<file path="config.mk">
export PLATFORM = sky130hd
export DESIGN_NAME = buck_gate_seq
export DESIGN_NICKNAME = d
export VERILOG_FILES = /design/src/rtl/gsq_pkg.sv /design/src/rtl/gsq_pwm_decode.sv /design/src/rtl/gsq_delay_cnt.sv /design/src/rtl/buck_gate_seq.sv
export SDC_FILE = /design/constraint.sdc
export NUM_CORES = 1
export LEC_CHECK = 0
export BUFFER_PORTS_ARGS = -buffer_cell sky130_fd_sc_hd__clkbuf_2
export CORE_MARGIN = 5
export CORE_UTILIZATION = 49
export DETAILED_ROUTE_END_ITERATION = 8
export PLACE_DENSITY_LB_ADDON = 0.1
export SYNTH_ARGS = -nofsm -noshare
export SYNTH_HDL_FRONTEND = slang
export SYNTH_SLANG_ARGS = --single-unit
</file>
<file path="constraint.sdc">
create_clock -name clk_i -period 1.92 [get_ports clk_i]
set_clock_uncertainty 0.1 [all_clocks]
set_input_delay 0.192 -clock clk_i [delete_from_list [all_inputs] [get_ports clk_i]]
set_output_delay 0.192 -clock clk_i [all_outputs]
set_load 0.01 [all_outputs]
</file>
<file path="src/rtl/gsq_pkg.sv">
package gsq_pkg;
  typedef enum logic [2:0] {
    ST_OFF  = 3'd0,
    ST_HS   = 3'd1,
    ST_LS   = 3'd2,
    ST_DEAD = 3'd3,
    ST_TRI  = 3'd4,
    ST_UVLO = 3'd5,
    ST_SHDN = 3'd6
  } gsq_state_e;

  typedef struct packed {
    logic hi;
    logic lo;
    logic mid;
  } gsq_pwm_t;
endpackage

</file>
<file path="src/rtl/gsq_pwm_decode.sv">
module gsq_pwm_decode
  import gsq_pkg::*;
(
  input  logic [1:0] pwm_lvl_i,
  output gsq_pwm_t   pwm_o
);
  always_comb begin
    pwm_o.mid = pwm_lvl_i[1];
    pwm_o.hi  = ~pwm_lvl_i[1] &  pwm_lvl_i[0];
    pwm_o.lo  = ~pwm_lvl_i[1] & ~pwm_lvl_i[0];
  end
endmodule

</file>
<file path="src/rtl/gsq_delay_cnt.sv">
// Counts consecutive enabled cycles; done on the LIMIT-th one, then saturates.
module gsq_delay_cnt #(
  parameter int unsigned LIMIT = 4
) (
  input  logic clk_i,
  input  logic rst_ni,
  input  logic en_i,
  output logic done_o
);
  localparam int unsigned CNT_W = (LIMIT > 1) ? $clog2(LIMIT) : 1;
  localparam logic [CNT_W-1:0] LAST = CNT_W'(LIMIT - 1);

  logic [CNT_W-1:0] cnt_q;

  always_ff @(posedge clk_i or negedge rst_ni) begin
    if (!rst_ni)          cnt_q <= '0;
    else if (!en_i)       cnt_q <= '0;
    else if (cnt_q != LAST) cnt_q <= cnt_q + 1'b1;
  end

  assign done_o = en_i && (cnt_q == LAST);
endmodule

</file>
<file path="src/rtl/buck_gate_seq.sv">
module buck_gate_seq
  import gsq_pkg::*;
#(
  parameter int unsigned HOLD_CYC  = 8,
  parameter int unsigned DEAD_CYC  = 2,
  parameter int unsigned BLANK_CYC = 4
) (
  input  logic       clk_i,
  input  logic       rst_ni,
  input  logic [1:0] pwm_lvl_i,
  input  logic       ccm_force_i,
  input  logic       ccm_float_i,
  input  logic       zc_i,
  input  logic       hs_low_i,
  input  logic       ls_low_i,
  input  logic       supply_ok_i,
  output logic       hs_on_o,
  output logic       ls_on_o,
  output logic [2:0] state_o
);
  gsq_state_e st_q, st_d;
  logic       tgt_hs_q, tgt_hs_d;
  logic       park_q, park_d;
  gsq_pwm_t   pwm;
  logic       mid_done, dead_done, blank_done;
  gsq_state_e idle_st;

  gsq_pwm_decode u_dec (.pwm_lvl_i(pwm_lvl_i), .pwm_o(pwm));

  gsq_delay_cnt #(.LIMIT(HOLD_CYC)) u_hold (
    .clk_i(clk_i), .rst_ni(rst_ni), .en_i(pwm.mid), .done_o(mid_done));

  gsq_delay_cnt #(.LIMIT(DEAD_CYC)) u_dead (
    .clk_i(clk_i), .rst_ni(rst_ni), .en_i(st_q == ST_DEAD), .done_o(dead_done));

  gsq_delay_cnt #(.LIMIT(BLANK_CYC)) u_blank (
    .clk_i(clk_i), .rst_ni(rst_ni), .en_i(st_q == ST_LS), .done_o(blank_done));

  assign idle_st = ccm_float_i ? ST_SHDN : ST_TRI;

  always_comb begin
    st_d     = st_q;
    tgt_hs_d = tgt_hs_q;
    park_d   = park_q;
    if (!supply_ok_i) begin
      st_d   = ST_UVLO;
      park_d = 1'b0;
    end else begin
      unique case (st_q)
        ST_UVLO: st_d = ST_OFF;
        ST_OFF: begin
          if (pwm.hi) begin
            st_d = ST_DEAD; tgt_hs_d = 1'b1; park_d = 1'b0;
          end else if (pwm.lo && !park_q) begin
            st_d = ST_DEAD; tgt_hs_d = 1'b0;
          end else if (mid_done) begin
            st_d = idle_st; park_d = 1'b0;
          end
        end
        ST_DEAD: begin
          if (pwm.hi)      tgt_hs_d = 1'b1;
          else if (pwm.lo) tgt_hs_d = 1'b0;
          if (mid_done) st_d = idle_st;
          else if (dead_done) begin
            if (tgt_hs_d && ls_low_i)        st_d = ST_HS;
            else if (!tgt_hs_d && hs_low_i)  st_d = ST_LS;
          end
        end
        ST_HS: begin
          if (pwm.lo) begin
            st_d = ST_DEAD; tgt_hs_d = 1'b0;
          end else if (mid_done) st_d = idle_st;
        end
        ST_LS: begin
          if (pwm.hi) begin
            st_d = ST_DEAD; tgt_hs_d = 1'b1;
          end else if (mid_done) st_d = idle_st;
          else if (!ccm_force_i && blank_done && zc_i) begin
            st_d = ST_OFF; park_d = 1'b1;
          end
        end
        ST_TRI: begin
          if (ccm_float_i) st_d = ST_SHDN;
          else if (pwm.hi) begin
            st_d = ST_DEAD; tgt_hs_d = 1'b1;
          end else if (pwm.lo) begin
            st_d = ST_DEAD; tgt_hs_d = 1'b0;
          end
        end
        ST_SHDN: begin
          if (pwm.hi) begin
            st_d = ST_DEAD; tgt_hs_d = 1'b1;
          end else if (pwm.lo) begin
            st_d = ST_DEAD; tgt_hs_d = 1'b0;
          end
        end
        default: st_d = ST_UVLO;
      endcase
    end
  end

  always_ff @(posedge clk_i or negedge rst_ni) begin
    if (!rst_ni) begin
      st_q     <= ST_UVLO;
      tgt_hs_q <= 1'b0;
      park_q   <= 1'b0;
    end else begin
      st_q     <= st_d;
      tgt_hs_q <= tgt_hs_d;
      park_q   <= park_d;
    end
  end

  // supply gating is combinational so a lockout removes drive at once
  assign hs_on_o = (st_q == ST_HS) && supply_ok_i;
  assign ls_on_o = (st_q == ST_LS) && supply_ok_i;
  assign state_o = st_q;
endmodule

</file>
* After elaboration in Yosys (flattened, before gate mapping)
Cells that the tools add are included.
** Word-level totals
- Input port bits :: 10
- Output and inout bits :: 5
- Register bits after elaboration :: 11
** Operators by class
- $add $sub $neg :: 3
- Bitwise logic cells :: 4
- Muxes and demuxes :: 40
- Equal/unequal tests :: 24
- Reduce and logical (&&, ||, !) cells :: 18
** Operators by type and width (count)
- $mux 3 :: 17
- $pmux 3 s7 :: 1
- $mux 1 :: 17
- $ne 3x3->1 const B :: 5
- $eq 3x3->1 const B :: 4
- $ne 4x4->1 const B :: 3
- $logic_and 1x1->1 :: 10
- $ne 5x5->1 const B :: 2
- $ne 2x2->1 const B :: 4
- $eq 3x2->1 const B :: 2
- $mux 2 :: 3
- $pmux 1 s6 :: 1
- $reduce_and 6->1 :: 1
- $reduce_bool 6->1 :: 1
- $reduce_and 5->1 :: 1
- $add 3x1->3 const B :: 1
- $eq 3x1->1 const B :: 1
- $logic_not 1->1 :: 3
- $logic_not 3->1 :: 1
- $ne 3x1->1 const B :: 1
- $reduce_and 3->1 :: 1
- $add 2x1->2 const B :: 1
- $and 1x1->1 :: 2
- $eq 2x2->1 const B :: 1
- 4 further kinds :: 5

* Longest topological paths before layout
- Depth after elaboration :: 14
- Depth in mapped cells :: 7
- Mapped depth without buffers :: 6

* Hierarchy
From an unflattened synthesis, not the netlist that was laid out.
** Unflattened totals
- Cell total of the unflattened synthesis :: 89
- Area, all modules :: 807.0 sq um
** Modules (own cells, without submodules)
- buck_gate_seq :: cells each 64, instances 1, area each 494.2 sq um, sequential area each 127.6 sq um
- gsq_delay_cnt (u_hold) :: cells each 12, instances 1, area each 155.1 sq um, sequential area each 75.1 sq um
- gsq_delay_cnt (u_blank) :: cells each 8, instances 1, area each 101.3 sq um, sequential area each 50.0 sq um
- gsq_delay_cnt (u_dead) :: cells each 2, instances 1, area each 31.3 sq um, sequential area each 25.0 sq um
- gsq_pwm_decode :: cells each 3, instances 1, area each 25.0 sq um, sequential area each 0.0 sq um

* Least setup slack after synthesis
No wires, ideal clock.
- Path kind :: register to register
- Start :: register u_hold.cnt_q[0]
- End :: register st_q[1] (netlist: state_o[1])
- Data arrival time :: 1578 ps
- Setup time :: 141 ps
- Required time :: 1679 ps
- Path slack :: 101 ps
- Buffers on the path :: 1
- Cell stages (with the launch flop) :: 8
- Period minus slack after synthesis :: 1819 ps
- Cell sequence :: dfrtp_1 > ha_1 > ha_1 > buf_6 > and4b_1 > nor3_1 > a211oi_1 > o2111ai_2
** On the way
- Longest elaborated chain between the ends :: 7
- Elaborated cells on any way between the ends :: 15
- Those cells by class :: eq/ne (4); mux (9); reduce/logical (2)
** RTL lines
- start, declared :: RTL line gsq_delay_cnt.sv:13 : logic [CNT_W-1:0] cnt_q;
- start signal, assigned :: RTL line gsq_delay_cnt.sv:18 : else if (cnt_q != LAST) cnt_q <= cnt_q + 1'b1;
- $eq 3x3->1 (*) :: RTL line gsq_delay_cnt.sv:21 : assign done_o = en_i && (cnt_q == LAST);
- $logic_and 1x1->1 (*) :: RTL line gsq_delay_cnt.sv:21
- $mux 3 (3 in series)
- $pmux 3 s7 :: RTL line buck_gate_seq.sv:49 : unique case (st_q)
- $mux 3 :: RTL line buck_gate_seq.sv:45 : if (!supply_ok_i) begin
- end signal, assigned :: RTL line buck_gate_seq.sv:108 : st_q <= st_d;
- end, declared :: RTL line buck_gate_seq.sv:21 : gsq_state_e st_q, st_d;
Mark *: on every way between the ends. The rest lies on a longest branch, timed or not.
A chain may end at the register's enable or synchronous reset.

* Worst setup path in the final report
Same ends and word-level chain as after synthesis.

==> flow_summary.ini <==
[clock_network]
cts.reportedPaths.clkPinSlew_ps = 80
cts_hold_buffers = 1
postCtsSetupBuffers = 0
cts.sinks = 11
clock_latency_ps = 260
clockRootBuffer = clkbuf_4
h-tree-depth = 1
cts_buffer_depth = 2
post_cts_resize_count = 0
cts_made_buffers = 3
cts_tree = yes

[route]
drt_iter0_drc = 35
antenna_left = 0
via_per_inst = 5.650
finalWirelength_um = 1958
drtPass1Iterations = 4
wl_per_cell_um = 14.29
drc_errors = 0
vias = 774

[synthesis]
synthesis.area_um2 = 885.9
synth_area_per_cell_um2 = 9.325
synth.top_cell.area_share_pct = 25.42
synth.distinct_cells = 44
synth_top_cells_by_area = dfrtp_1, dfstp_2, mux2i_1, buf_6, ha_1
synthArstFlopShare_pct = 100.0
yosysWarnings = 0
synth_edf_count = 0
synth_top_area_cell = dfrtp_1
synthFlopType = dfrtp_1
synth_fp_nets = 108
ys_seq_area_share_pct = 31.36
synthCells = 95
ys_ff_latch = 11

[pwr]
p_int_uw = 504.3
power_density_nw_per_um2 = 810.6
p_total_uw = 807.3
p_leak_nw = 0.4506
power.share.clock_pct = 19.6
swShare_pct = 37.53
combPwrFrac_pct = 38.8
worst_ir_drop_vdd_mv = 0.5156
power_frac_seq_pct = 41.6
p_sw_uw = 303.0

[floorplanning]
core_um2 = 1727
start_util_pct = 51.30
die_h_um = 52.52
chipWidth_um = 52.52
die_area_um2 = 2758
row_count = 15
pin_count = 15

[timing]
tightest_slew_ps = 375.6
slew_violations = 0
hold_viol = 0
min_period_ps = 1809
setup_viol = 0
clock.fmax_mhz = 552.9
finalSetupTns_ps = 0
relSlewSlack_pct = 74.96
min_period_over_period_pct = 94.20
setup_ws_ps = 111.4
rsz0062_at_grt = false

[grt]
track_usage_pct = 16.63
grt_pass1_wl_um = 3477
grt_pass1_vias = 755
antenna_found_initial = 0
grt_max_degree = 17
grt-ovfl-total = 0

[setup_path]
r2r_cells = 6
rr_startpoint = u_hold.cnt_q[0]
cp_top_family = compound AO/OA/AOI/OAI gates
worst-path-max-fanout = 3
r2r_slack_ps = 110
cpPeakStageDelay_ps = 410
path_class = flip-flop to flip-flop
worst-path-buf-inv = 0
critical_path.most_common_cell = ha_1
crit_slowest_cell = dfrtp_1
path_cells = ha_1 > ha_1 > and4b_1 > nor3_1 > a211oi_1 > o2111ai_2
worstPathArrival_ps = 1850
required_ps = 1960
crit_path_end_kind = flip-flop
r2r_end = state_o[1]
startpoint_type = flip-flop

[final_layout]
fin_nets = 126
num-fill-cells = 170
synthToLayoutAreaGrowth_pct = 12.43
final_common_cell = clkbuf_2
final_util_pct = 57.68
mostFrequentLayoutCells = clkbuf_2, dfrtp_1, nor2_1
antenna_cells = 0
drive_above_1_share_pct = 26.79

[status]
status = finished, final reports clean

[worst_hold_path]
hold_start = supply_ok_i
min_to = park_q
hp-class = input pin to flip-flop
hold_path_depth = 2

[placed_design]
preCtsSetupSlack_ps = 140.2
dpl.hpwl_um = 1492
port_buffers = 14
gp_congestion = 0.8248

[flow_run]
cap_violations = 0
==> state kept, by name (all words and copies together), names as in the netlist <==
register	count
park_q	1
state_o	3
tgt_hs_q	1
u_blank.cnt_q	2
u_dead.cnt_q	1
u_hold.cnt_q	3
==> final cells by class <==
cell class | count | area, µm² | area share [%]
clock buffers | 4 | 26.28 | 2.638
inverters | 5 | 18.77 | 1.884
multi-input cells | 73 | 531.8 | 53.39
flip-flops and latches | 11 | 277.8 | 27.89
well taps | 25 | 31.28 | 3.141
repair buffers | 19 | 110.1 | 11.06
==> worst reg2reg max path: cells and delay by family (launching register included) <==
family	cells	cell delay (ps)
AO/OA/AOI/OAI	2	420
adder cells (fa/ha/maj)	2	400
flip-flops	1	410
AND/OR/NAND/NOR	2	360
==> power by group through the flow <==
stage                     Combinational [mW]  Clock, mW  Sequential [mW]
after global routing                   0.349      0.177            0.344
after detailed placement               0.312          0            0.338
final                                  0.313      0.158            0.336
after CTS                              0.315      0.164            0.335
after global placement                 0.306          0            0.338
after floorplan                        0.250          0            0.318
==> through the flow <==
stage	cell area, µm²	cells	hold slack (ps)
6_report	996.0	137	181.1
5_1_grt	996.0	137	199.4
4_1_cts	996.0	137	177.0
3_5_place_dp	959.7	132	-9.703
3_3_place_gp	959.7	132	-13.48
2_1_floorplan	885.9	95	-203.6
==> how the worst max path moves through the flow <==
| stage | startpoint | endpoint | slack, ps | depth (start not counted) |
|---|---|---|---|---|
| finish | u_hold.cnt_q[0] | state_o[1] | 110 | 6 |
| global route | u_hold.cnt_q[0] | state_o[1] | 20 | 6 |
| CTS | u_hold.cnt_q[0] | state_o[1] | 110 | 6 |
| detailed placement | u_hold.cnt_q[0] | state_o[1] | 140 | 6 |
| global placement | u_hold.cnt_q[0] | state_o[1] | 170 | 6 |
| floorplan | u_hold.cnt_q[0] | state_o[1] | 100 | 7 |
==> per-layer routing <==
layer | wire length (µm) | global-route usage [%]
met1 | 966 | 23.60
met2 | 875 | 26.86
met3 | 104 | 2.564
met4 | 12 | 2.553
met5 | 0 | 0
==> cells in the mapped netlist (all sizes together) (2+ instances only) <==
cell,number
nor2,8
nor2b,4
and2,2
buf,6
nand3b,2
o211ai,2
a21oi,4
dfrtp,9
nand2,4
nand2b,4
o2111ai,2
o31ai,2
ha,3
nand3,5
o21ai,4
mux2i,6
dfstp,2
inv,5
==> logic make-up (layout without fill, tap and decap cells) <==
| family | count (synthesis) | in the layout | share of synthesized area [%] |
|---|---|---|---|
| AO/OA/AOI/OAI | 22 | 22 | 19.21 |
| XOR/XNOR | 2 | 2 | 1.978 |
| AND/OR/NAND/NOR | 39 | 39 | 26.13 |
| multiplexers | 7 | 7 | 8.474 |
| adder cells (fa/ha/maj) | 3 | 3 | 4.238 |
| flip-flops | 11 | 11 | 31.36 |
| buffers and inverters | 11 | 28 | 8.615 |
Power figures use the tool's default switching activity.
